==> src/rtl/wdog_pkg.sv <==
package wdog_pkg;
    localparam int PSEL_W   = 4;
    localparam int F_RSTEN  = 4;
    localparam int F_CHG    = 5;
    localparam int F_IRQEN  = 6;
    localparam int F_IFLAG  = 7;
    localparam int CTRL_W   = 8;
    localparam int MAX_CODE = 9;

    typedef enum logic {
        ULK_IDLE,
        ULK_OPEN
    } ulk_state_t;

    typedef enum logic [1:0] {
        MODE_OFF,
        MODE_IRQ,
        MODE_RST,
        MODE_BOTH
    } wd_mode_t;
endpackage

==> src/rtl/wdog_unlock.sv <==
module wdog_unlock
    import wdog_pkg::*;
#(
    parameter int WIN = 4
) (
    input  logic clk,
    input  logic rst_n,
    input  logic wr,
    input  logic chg_bit,
    input  logic rsten_bit,
    output logic win_open,
    output logic commit
);
    localparam int LW = (WIN > 1) ? $clog2(WIN) : 1;
    localparam int RW = LW + 1;

    ulk_state_t    state_q, state_d;
    logic [LW-1:0] left_q, left_d;
    logic          arm;

    assign arm = wr && chg_bit && rsten_bit;

    // state register
    always_ff @(posedge clk) begin
        if (!rst_n) begin
            state_q <= ULK_IDLE;
            left_q  <= '0;
        end else begin
            state_q <= state_d;
            left_q  <= left_d;
        end
    end

    // next state
    always_comb begin
        state_d = state_q;
        left_d  = left_q;
        unique case (state_q)
            ULK_IDLE: begin
                if (arm) begin
                    state_d = ULK_OPEN;
                    left_d  = LW'(WIN - 1);
                end
            end
            ULK_OPEN: begin
                if (wr && !chg_bit) begin
                    state_d = ULK_IDLE;
                end else if (arm) begin
                    left_d = LW'(WIN - 1);
                end else if (left_q == '0) begin
                    state_d = ULK_IDLE;
                end else begin
                    left_d = left_q - LW'(1);
                end
            end
            default: state_d = ULK_IDLE;
        endcase
    end

    // outputs
    always_comb begin
        win_open = (state_q == ULK_OPEN);
        commit   = win_open && wr && !chg_bit;
    end

    // open-run length, for the window-length check
    logic [RW-1:0] run_q;
    always_ff @(posedge clk) begin
        if (!rst_n)        run_q <= '0;
        else if (arm)      run_q <= RW'(1);
        else if (win_open) run_q <= run_q + RW'(1);
        else               run_q <= '0;
    end

    assert_window_len_R7: assert property (@(posedge clk) disable iff (!rst_n)
        win_open |-> (run_q <= RW'(WIN)));
endmodule

==> src/rtl/wdog_count.sv <==
module wdog_count
    import wdog_pkg::*;
#(
    parameter int BASE_LOG2 = 11,
    parameter int CW        = BASE_LOG2 + MAX_CODE + 1
) (
    input  logic              clk,
    input  logic              rst_n,
    input  logic              active,
    input  logic              tick,
    input  logic              restart,
    input  logic [PSEL_W-1:0] psel,
    output logic              expire
);
    logic [CW-1:0]     cnt_q;
    logic [CW-1:0]     lim_m1;
    logic [PSEL_W-1:0] code;

    always_comb begin
        code   = (psel > PSEL_W'(MAX_CODE)) ? PSEL_W'(MAX_CODE) : psel;
        lim_m1 = (CW'(1) << (BASE_LOG2 + int'(code))) - CW'(1);
        expire = active && tick && !restart && (cnt_q >= lim_m1);
    end

    always_ff @(posedge clk) begin
        if (!rst_n)                 cnt_q <= '0;
        else if (!active || restart) cnt_q <= '0;
        else if (tick)              cnt_q <= expire ? '0 : cnt_q + CW'(1);
    end

    assert_restart_clear_R2: assert property (@(posedge clk) disable iff (!rst_n)
        restart |=> (cnt_q == '0));
    assert_tick_only_R1: assert property (@(posedge clk) disable iff (!rst_n)
        (active && !tick && !restart) |=> $stable(cnt_q));
endmodule

==> src/rtl/wdog_regs.sv <==
module wdog_regs
    import wdog_pkg::*;
(
    input  logic              clk,
    input  logic              rst_n,
    input  logic              fuse,
    input  logic              wr,
    input  logic              wd_iflag,
    input  logic              wd_irqen,
    input  logic              wd_rsten,
    input  logic [PSEL_W-1:0] wd_psel,
    input  logic              flag_wr,
    input  logic              flag_wdata,
    input  logic              win_open,
    input  logic              commit,
    input  logic              expire,
    output logic [PSEL_W-1:0] psel,
    output logic              active,
    output logic [CTRL_W-1:0] cfg_rdata,
    output logic              irq,
    output logic              wd_rst,
    output logic              rst_flag
);
    logic [PSEL_W-1:0] psel_q;
    logic rsten_q, irqen_q, iflag_q, rflag_q, wdrst_q;
    logic eff_rst, eff_irq;
    logic do_irq, do_rst, drop_irqen;
    wd_mode_t mode;

    always_comb begin
        eff_rst = fuse || rsten_q;
        eff_irq = !fuse && irqen_q;
        unique case ({eff_rst, eff_irq})
            2'b00:   mode = MODE_OFF;
            2'b01:   mode = MODE_IRQ;
            2'b10:   mode = MODE_RST;
            default: mode = MODE_BOTH;
        endcase
    end

    // response per mode
    always_comb begin
        do_irq     = 1'b0;
        do_rst     = 1'b0;
        drop_irqen = 1'b0;
        unique case (mode)
            MODE_OFF:  ;
            MODE_IRQ:  do_irq = expire;
            MODE_RST:  do_rst = expire;
            MODE_BOTH: begin
                do_irq     = expire;
                drop_irqen = expire;
            end
            default: ;
        endcase
    end

    always_ff @(posedge clk) begin
        if (!rst_n) begin
            psel_q  <= '0;
            rsten_q <= 1'b0;
            irqen_q <= 1'b0;
            iflag_q <= 1'b0;
            rflag_q <= 1'b0;
            wdrst_q <= 1'b0;
        end else begin
            if (commit) psel_q <= wd_psel;

            if (commit)              rsten_q <= wd_rsten || (rsten_q && rflag_q);
            else if (wr && wd_rsten) rsten_q <= 1'b1;

            if (drop_irqen) irqen_q <= 1'b0;
            else if (wr)    irqen_q <= wd_irqen;

            if (do_irq)              iflag_q <= 1'b1;
            else if (wr && wd_iflag) iflag_q <= 1'b0;

            wdrst_q <= do_rst;

            if (do_rst)                     rflag_q <= 1'b1;
            else if (flag_wr && !flag_wdata) rflag_q <= 1'b0;
        end
    end

    always_comb begin
        psel      = psel_q;
        active    = (mode != MODE_OFF);
        cfg_rdata = {iflag_q, eff_irq, win_open, eff_rst, psel_q};
        irq       = iflag_q;
        wd_rst    = wdrst_q;
        rst_flag  = rflag_q;
    end

    assert_rst_pulse_R4: assert property (@(posedge clk) disable iff (!rst_n)
        wd_rst |=> !wd_rst);
    assert_fuse_lock_R6: assert property (@(posedge clk) disable iff (!rst_n)
        fuse |-> (cfg_rdata[F_RSTEN] && !cfg_rdata[F_IRQEN]));
    assert_combined_drop_R5: assert property (@(posedge clk) disable iff (!rst_n)
        (mode == MODE_BOTH && expire) |=> (iflag_q && !irqen_q && !wd_rst));
    assert_psel_guard_R8: assert property (@(posedge clk) disable iff (!rst_n)
        !$stable(psel_q) |-> $past(win_open));
    assert_flag_sticky_R9: assert property (@(posedge clk) disable iff (!rst_n)
        (rflag_q && !(flag_wr && !flag_wdata)) |=> rflag_q);
    assert_rsten_hold_R9: assert property (@(posedge clk) disable iff (!rst_n)
        (rflag_q && rsten_q) |=> rsten_q);
endmodule

==> src/rtl/wdog_guard.sv <==
module wdog_guard
    import wdog_pkg::*;
#(
    parameter int BASE_LOG2 = 11,
    parameter int WIN       = 4
) (
    input  logic              clk,
    input  logic              rst_n,
    input  logic              tick_en,
    input  logic              restart,
    input  logic              fuse_on,
    input  logic              cfg_wr,
    input  logic [CTRL_W-1:0] cfg_wdata,
    output logic [CTRL_W-1:0] cfg_rdata,
    input  logic              flag_wr,
    input  logic              flag_wdata,
    output logic              irq,
    output logic              wd_rst,
    output logic              rst_flag
);
    localparam int CW = BASE_LOG2 + MAX_CODE + 1;

    logic              win_open, commit, expire, active;
    logic [PSEL_W-1:0] psel;

    wdog_unlock #(.WIN(WIN)) u_unlock (
        .clk       (clk),
        .rst_n     (rst_n),
        .wr        (cfg_wr),
        .chg_bit   (cfg_wdata[F_CHG]),
        .rsten_bit (cfg_wdata[F_RSTEN]),
        .win_open  (win_open),
        .commit    (commit)
    );

    wdog_count #(.BASE_LOG2(BASE_LOG2), .CW(CW)) u_count (
        .clk     (clk),
        .rst_n   (rst_n),
        .active  (active),
        .tick    (tick_en),
        .restart (restart),
        .psel    (psel),
        .expire  (expire)
    );

    wdog_regs u_regs (
        .clk        (clk),
        .rst_n      (rst_n),
        .fuse       (fuse_on),
        .wr         (cfg_wr),
        .wd_iflag   (cfg_wdata[F_IFLAG]),
        .wd_irqen   (cfg_wdata[F_IRQEN]),
        .wd_rsten   (cfg_wdata[F_RSTEN]),
        .wd_psel    (cfg_wdata[PSEL_W-1:0]),
        .flag_wr    (flag_wr),
        .flag_wdata (flag_wdata),
        .win_open   (win_open),
        .commit     (commit),
        .expire     (expire),
        .psel       (psel),
        .active     (active),
        .cfg_rdata  (cfg_rdata),
        .irq        (irq),
        .wd_rst     (wd_rst),
        .rst_flag   (rst_flag)
    );
endmodule

==> config.mk <==
export PLATFORM = sky130hd
export DESIGN_NAME = wdog_guard
export DESIGN_NICKNAME = d
export VERILOG_FILES = /design/src/rtl/wdog_pkg.sv /design/src/rtl/wdog_unlock.sv /design/src/rtl/wdog_count.sv /design/src/rtl/wdog_regs.sv /design/src/rtl/wdog_guard.sv
export SDC_FILE = /design/constraint.sdc
export NUM_CORES = 1
export LEC_CHECK = 0
export BUFFER_PORTS_ARGS = -buffer_cell sky130_fd_sc_hd__buf_2
export CORE_UTILIZATION = 66
export CTS_BUF_LIST = sky130_fd_sc_hd__clkbuf_8
export DETAILED_ROUTE_END_ITERATION = 8
export MAX_ROUTING_LAYER = met4
export PLACE_DENSITY = 0.88
export SKIP_CTS_REPAIR_TIMING = 1
export SYNTH_ARGS = -nofsm -noshare
export SYNTH_HDL_FRONTEND = slang
export SYNTH_SLANG_ARGS = --single-unit
==> constraint.sdc <==
create_clock -name clk -period 6.7 [get_ports clk]
set_input_delay 1.34 -clock clk [delete_from_list [all_inputs] [get_ports clk]]
set_output_delay 1.34 -clock clk [all_outputs]
set_load 0.1 [all_outputs]
==> flow_metrics.env <==
export IMPL_yosys_area_top_type="sky130_fd_sc_hd__dfxtp_1"
export IMPL_initial_core_utilization=0.720
export IMPL_final_period_minus_worst_setup_slack_ns=4.37
export IMPL_tightestPinTransition_ns=0.640
export IMPL_vias_per_cell=6.10
export IMPL_grt_setup_unrepaired="false"
export IMPL_critPathLaunchType="flop"
export IMPL_clkSinkCount=33
export IMPL_post_synth_top_area_fraction=0.264
export IMPL_power_static_leakage_uw=0.00106
export IMPL_post_synth_mux_area_share=0.00801
export IMPL_maxSlewViolCount=0
export IMPL_antennaDiodeCount=0
export IMPL_async_reset_ff_frac=0
export IMPL_synth_cells_most_frequent="33 x sky130_fd_sc_hd__dfxtp_1, 27 x sky130_fd_sc_hd__nor3_1, 26 x sky130_fd_sc_hd__ha_1, 26 x sky130_fd_sc_hd__nand2_1, 22 x sky130_fd_sc_hd__a21oi_1"
export IMPL_cts_made_buffers=5
export IMPL_synth_fa_ha_area_frac=0.130
export IMPL_hold_path_class="flop to flop"
export IMPL_arrival_ns=4.50
export IMPL_hold_worst_slack_ns=0.517
export IMPL_synthSimpleGateAreaFrac=0.282
export IMPL_synth_compound_area_frac=0.169
export IMPL_die_h_um=63.5
export IMPL_detailedPlacementHpwl_um=4200
export IMPL_hold_viol=0
export IMPL_worstPathMaxFanout=21
export IMPL_cap_violations=0
export IMPL_critPathSlowestCell="sky130_fd_sc_hd__a31oi_4"
export IMPL_dieArea_sq_mm=0.00404
export IMPL_setup_viol_count_final=0
export IMPL_drt_drc_violations_left=0
export IMPL_synth_ff_latch_count=33
export IMPL_ys_warnings_count=0
export IMPL_detail_route_wirelength_um=5590
export IMPL_wl_per_cell_um=14.8
export IMPL_power_share_sequential=0.516
export IMPL_critical_path_top_delay_family="compound AO/OA/AOI/OAI gates"
export IMPL_final_layout_size_suffix_gt1_frac=0.144
export IMPL_maxClockFrequency_ghz=0.229
export IMPL_portBuffers=26
export IMPL_netSwitchingPower_uw=105
export IMPL_design_final_nets=374
export IMPL_core_area_sq_mm=0.00347
export IMPL_share_comb_of_total_power=0.131
export IMPL_grt_usage=0.307
export IMPL_antenna_found_initial=0
export IMPL_worstPathCellList="or2_2 -> a21oi_1 -> ha_1 -> a31oi_1 -> a2bb2oi_1 -> o221ai_1 -> nor3_1 -> o32a_1 -> ha_1 -> nand3_1 -> nor4_4 -> o2111ai_4 -> a31oi_4 -> a311oi_1"
export IMPL_cts_htree_levels=2
export IMPL_power_share_switching=0.268
export IMPL_power_density_cell_area_mw_per_mm2=145
export IMPL_status="complete, no violations"
export IMPL_tritoncts_clock_tree="done"
export IMPL_timing_critical_path_slowest_cell_delay_ns=0.59
export IMPL_worst_ir_drop_on_vdd_mv=0.166
export IMPL_grt_pass1_wl_um=9580
export IMPL_detail_route_antenna_nets=0
export IMPL_synth_enable_flop_cells=0
export IMPL_rel_slew_slack=0.570
export IMPL_largest_net_degree_at_the_start_of_global_routing=22
export IMPL_num_fill_cells=249
export IMPL_total_iterations_of_the_first_detailed_routing_run=4
export IMPL_sequential_cell_area_fraction_in_the_yosys_report=0.264
export IMPL_finalCritPeriodShare=0.652
export IMPL_totalNegativeSetupSlack_ns=0
export IMPL_main_combinational_cell_family_by_area_after_synthesis="simple AND/OR/NAND/NOR gates"
export IMPL_placer_s_final_routability_congestion_estimate=0.910
export IMPL_synthesis_area_per_instance_sq_um=8.01
export IMPL_num_io_pins=27
export IMPL_synth_cell_area_sq_mm=0.00250
export IMPL_crit_path_end_kind="flop"
export IMPL_std_cell_rows=21
export IMPL_setup_worst_path_class="flop to flop"
export IMPL_cts_path_max_buffers=2
export IMPL_clock_power_share=0.353
export IMPL_drtIter0Drc=228
export IMPL_most_instantiated_library_cell_after_synthesis="sky130_fd_sc_hd__dfxtp_1"
export IMPL_grt_pass1_vias=2182
export IMPL_synth_xor_area_frac=0.0806
export IMPL_buf_inv_stages_crit_path=0
export IMPL_postSynth_topFlopCell="sky130_fd_sc_hd__dfxtp_1"
export IMPL_internal_power_uw=286
export IMPL_globalRouteOverflowTotal=0
export IMPL_chipWidth_um=63.5
export IMPL_synthesis_instances=312
export IMPL_finalClockSkew_ns=0.00543
export IMPL_clk_pin_slew_worst_paths_ns=0.06
export IMPL_cp_common_cell="sky130_fd_sc_hd__ha_1"
export IMPL_clock_tree_root_cell="sky130_fd_sc_hd__clkbuf_8"
export IMPL_insertion_delay_ns=0.28
export IMPL_synth_cell_types=50
export IMPL_area_grow_syn2layout_pct=7.81
export IMPL_num_vias=2312
export IMPL_crit_required_ns=6.83
export IMPL_top_cells_by_area_in_the_synthesized_netlist="sky130_fd_sc_hd__dfxtp_1 26%, sky130_fd_sc_hd__ha_1 13%, sky130_fd_sc_hd__nor3_1 5.4%"
[cell usage in the layout, fill, tap and decap left out, types with 3 or more instances in the layout]
cell | Yosys | final
sky130_fd_sc_hd__a21oi_1 | 22 | 22
sky130_fd_sc_hd__a31oi_1 | 4 | 4
sky130_fd_sc_hd__and4_1 | 3 | 3
sky130_fd_sc_hd__buf_2 | 0 | 26
sky130_fd_sc_hd__clkbuf_8 | 0 | 5
sky130_fd_sc_hd__conb_1 | 2 | 6
sky130_fd_sc_hd__dfxtp_1 | 33 | 33
sky130_fd_sc_hd__ha_1 | 26 | 26
sky130_fd_sc_hd__inv_1 | 16 | 17
sky130_fd_sc_hd__nand2_1 | 26 | 26
sky130_fd_sc_hd__nand2b_1 | 4 | 4
sky130_fd_sc_hd__nand3_1 | 21 | 21
sky130_fd_sc_hd__nand4_1 | 11 | 11
sky130_fd_sc_hd__nor2_1 | 21 | 21
sky130_fd_sc_hd__nor2b_1 | 5 | 5
sky130_fd_sc_hd__nor3_1 | 27 | 27
sky130_fd_sc_hd__o21ai_0 | 10 | 9
sky130_fd_sc_hd__or2_2 | 3 | 3
sky130_fd_sc_hd__xnor2_1 | 14 | 14
sky130_fd_sc_hd__xor2_1 | 9 | 9
[cell families (layout without fill, tap and decap cells)]
kind of cell / count (synthesis) / count (layout)
adder cells (fa/ha/maj): 26 / 26
AO/OA/AOI/OAI: 58 / 58
AND/OR/NAND/NOR: 134 / 134
other: 2 / 6
multiplexers: 2 / 2
XOR/XNOR: 23 / 23
buffers and inverters: 34 / 51
flip-flops: 33 / 33
[power groups by stage]
stage          Combinational (uW)  Sequential, uW  Clock (uW)
3_3_place_gp                 48.6             206           0
5_1_grt                      56.5             202         149
4_1_cts                      50.6             202         140
3_5_place_dp                 50.4             206           0
2_1_floorplan                37.9             207           0
6_report                     51.2             202         138
[through the flow]
step,worst slack (ns),area (sq um),power (uW),util,instances
floorplan,2.22,2510,245,-,316
global placement,2.47,2610,254,0.753,371
detailed placement,2.36,2610,256,0.753,371
CTS,2.35,2690,392,0.777,379
global route,2.03,2690,408,0.777,379
finish,2.33,2690,391,0.777,379
[layout make-up]
class                      count  area (sq um)  area share
clock inverter                 3          13.8     0.00511
sequential                    33           661       0.245
tap                           46          57.6      0.0214
clock buffer                   5          68.8      0.0255
inverter                      16          60.1      0.0223
timing repair buffer          27           138      0.0511
multi-input combinational    249          1700       0.629
[registers in the layout, summed over array words and instances (netlist names)]
signal / cells
u_count.cnt_q: 21
u_regs.psel: 4
u_unlock.win_open: 1
u_regs.irqen_q: 1
u_regs.irq: 1
u_regs.rst_flag: 1
u_unlock.left_q: 2
u_regs.wd_rst: 1
u_regs.rsten_q: 1
[worst reg2reg max path, cell delays in order (launching register included)]
cell and delay (ns):
sky130_fd_sc_hd__dfxtp_1 0.55, sky130_fd_sc_hd__or2_2 0.24, sky130_fd_sc_hd__a21oi_1 0.07, sky130_fd_sc_hd__ha_1 0.50
sky130_fd_sc_hd__a31oi_1 0.13, sky130_fd_sc_hd__a2bb2oi_1 0.15, sky130_fd_sc_hd__o221ai_1 0.32, sky130_fd_sc_hd__nor3_1 0.09
sky130_fd_sc_hd__o32a_1 0.30, sky130_fd_sc_hd__ha_1 0.29, sky130_fd_sc_hd__nand3_1 0.15, sky130_fd_sc_hd__nor4_4 0.41
sky130_fd_sc_hd__o2111ai_4 0.24, sky130_fd_sc_hd__a31oi_4 0.59, sky130_fd_sc_hd__a311oi_1 0.18
[worst paths after layout]
kind / cells past startpoint / endpoint / slack (ns) / from
max: 14 / u_regs.irqen_q / 2.33 / u_regs.psel[1]
min: 2 / u_regs.rsten_q / 0.52 / u_regs.rsten_q
max reg2reg: 14 / u_regs.irqen_q / 2.33 / u_regs.psel[1]
min reg2reg: 2 / u_regs.rsten_q / 0.52 / u_regs.rsten_q
[layer usage]
layer,up-vias,part of all wire,GRT usage
li1,1155,-,-
met5,-,0,-
met2,68,0.48,0.495
met3,12,0.049,0.0380
met1,1077,0.45,0.391
met4,0,0.019,0.111
Note: power is estimated with default switching activity, not from simulation.
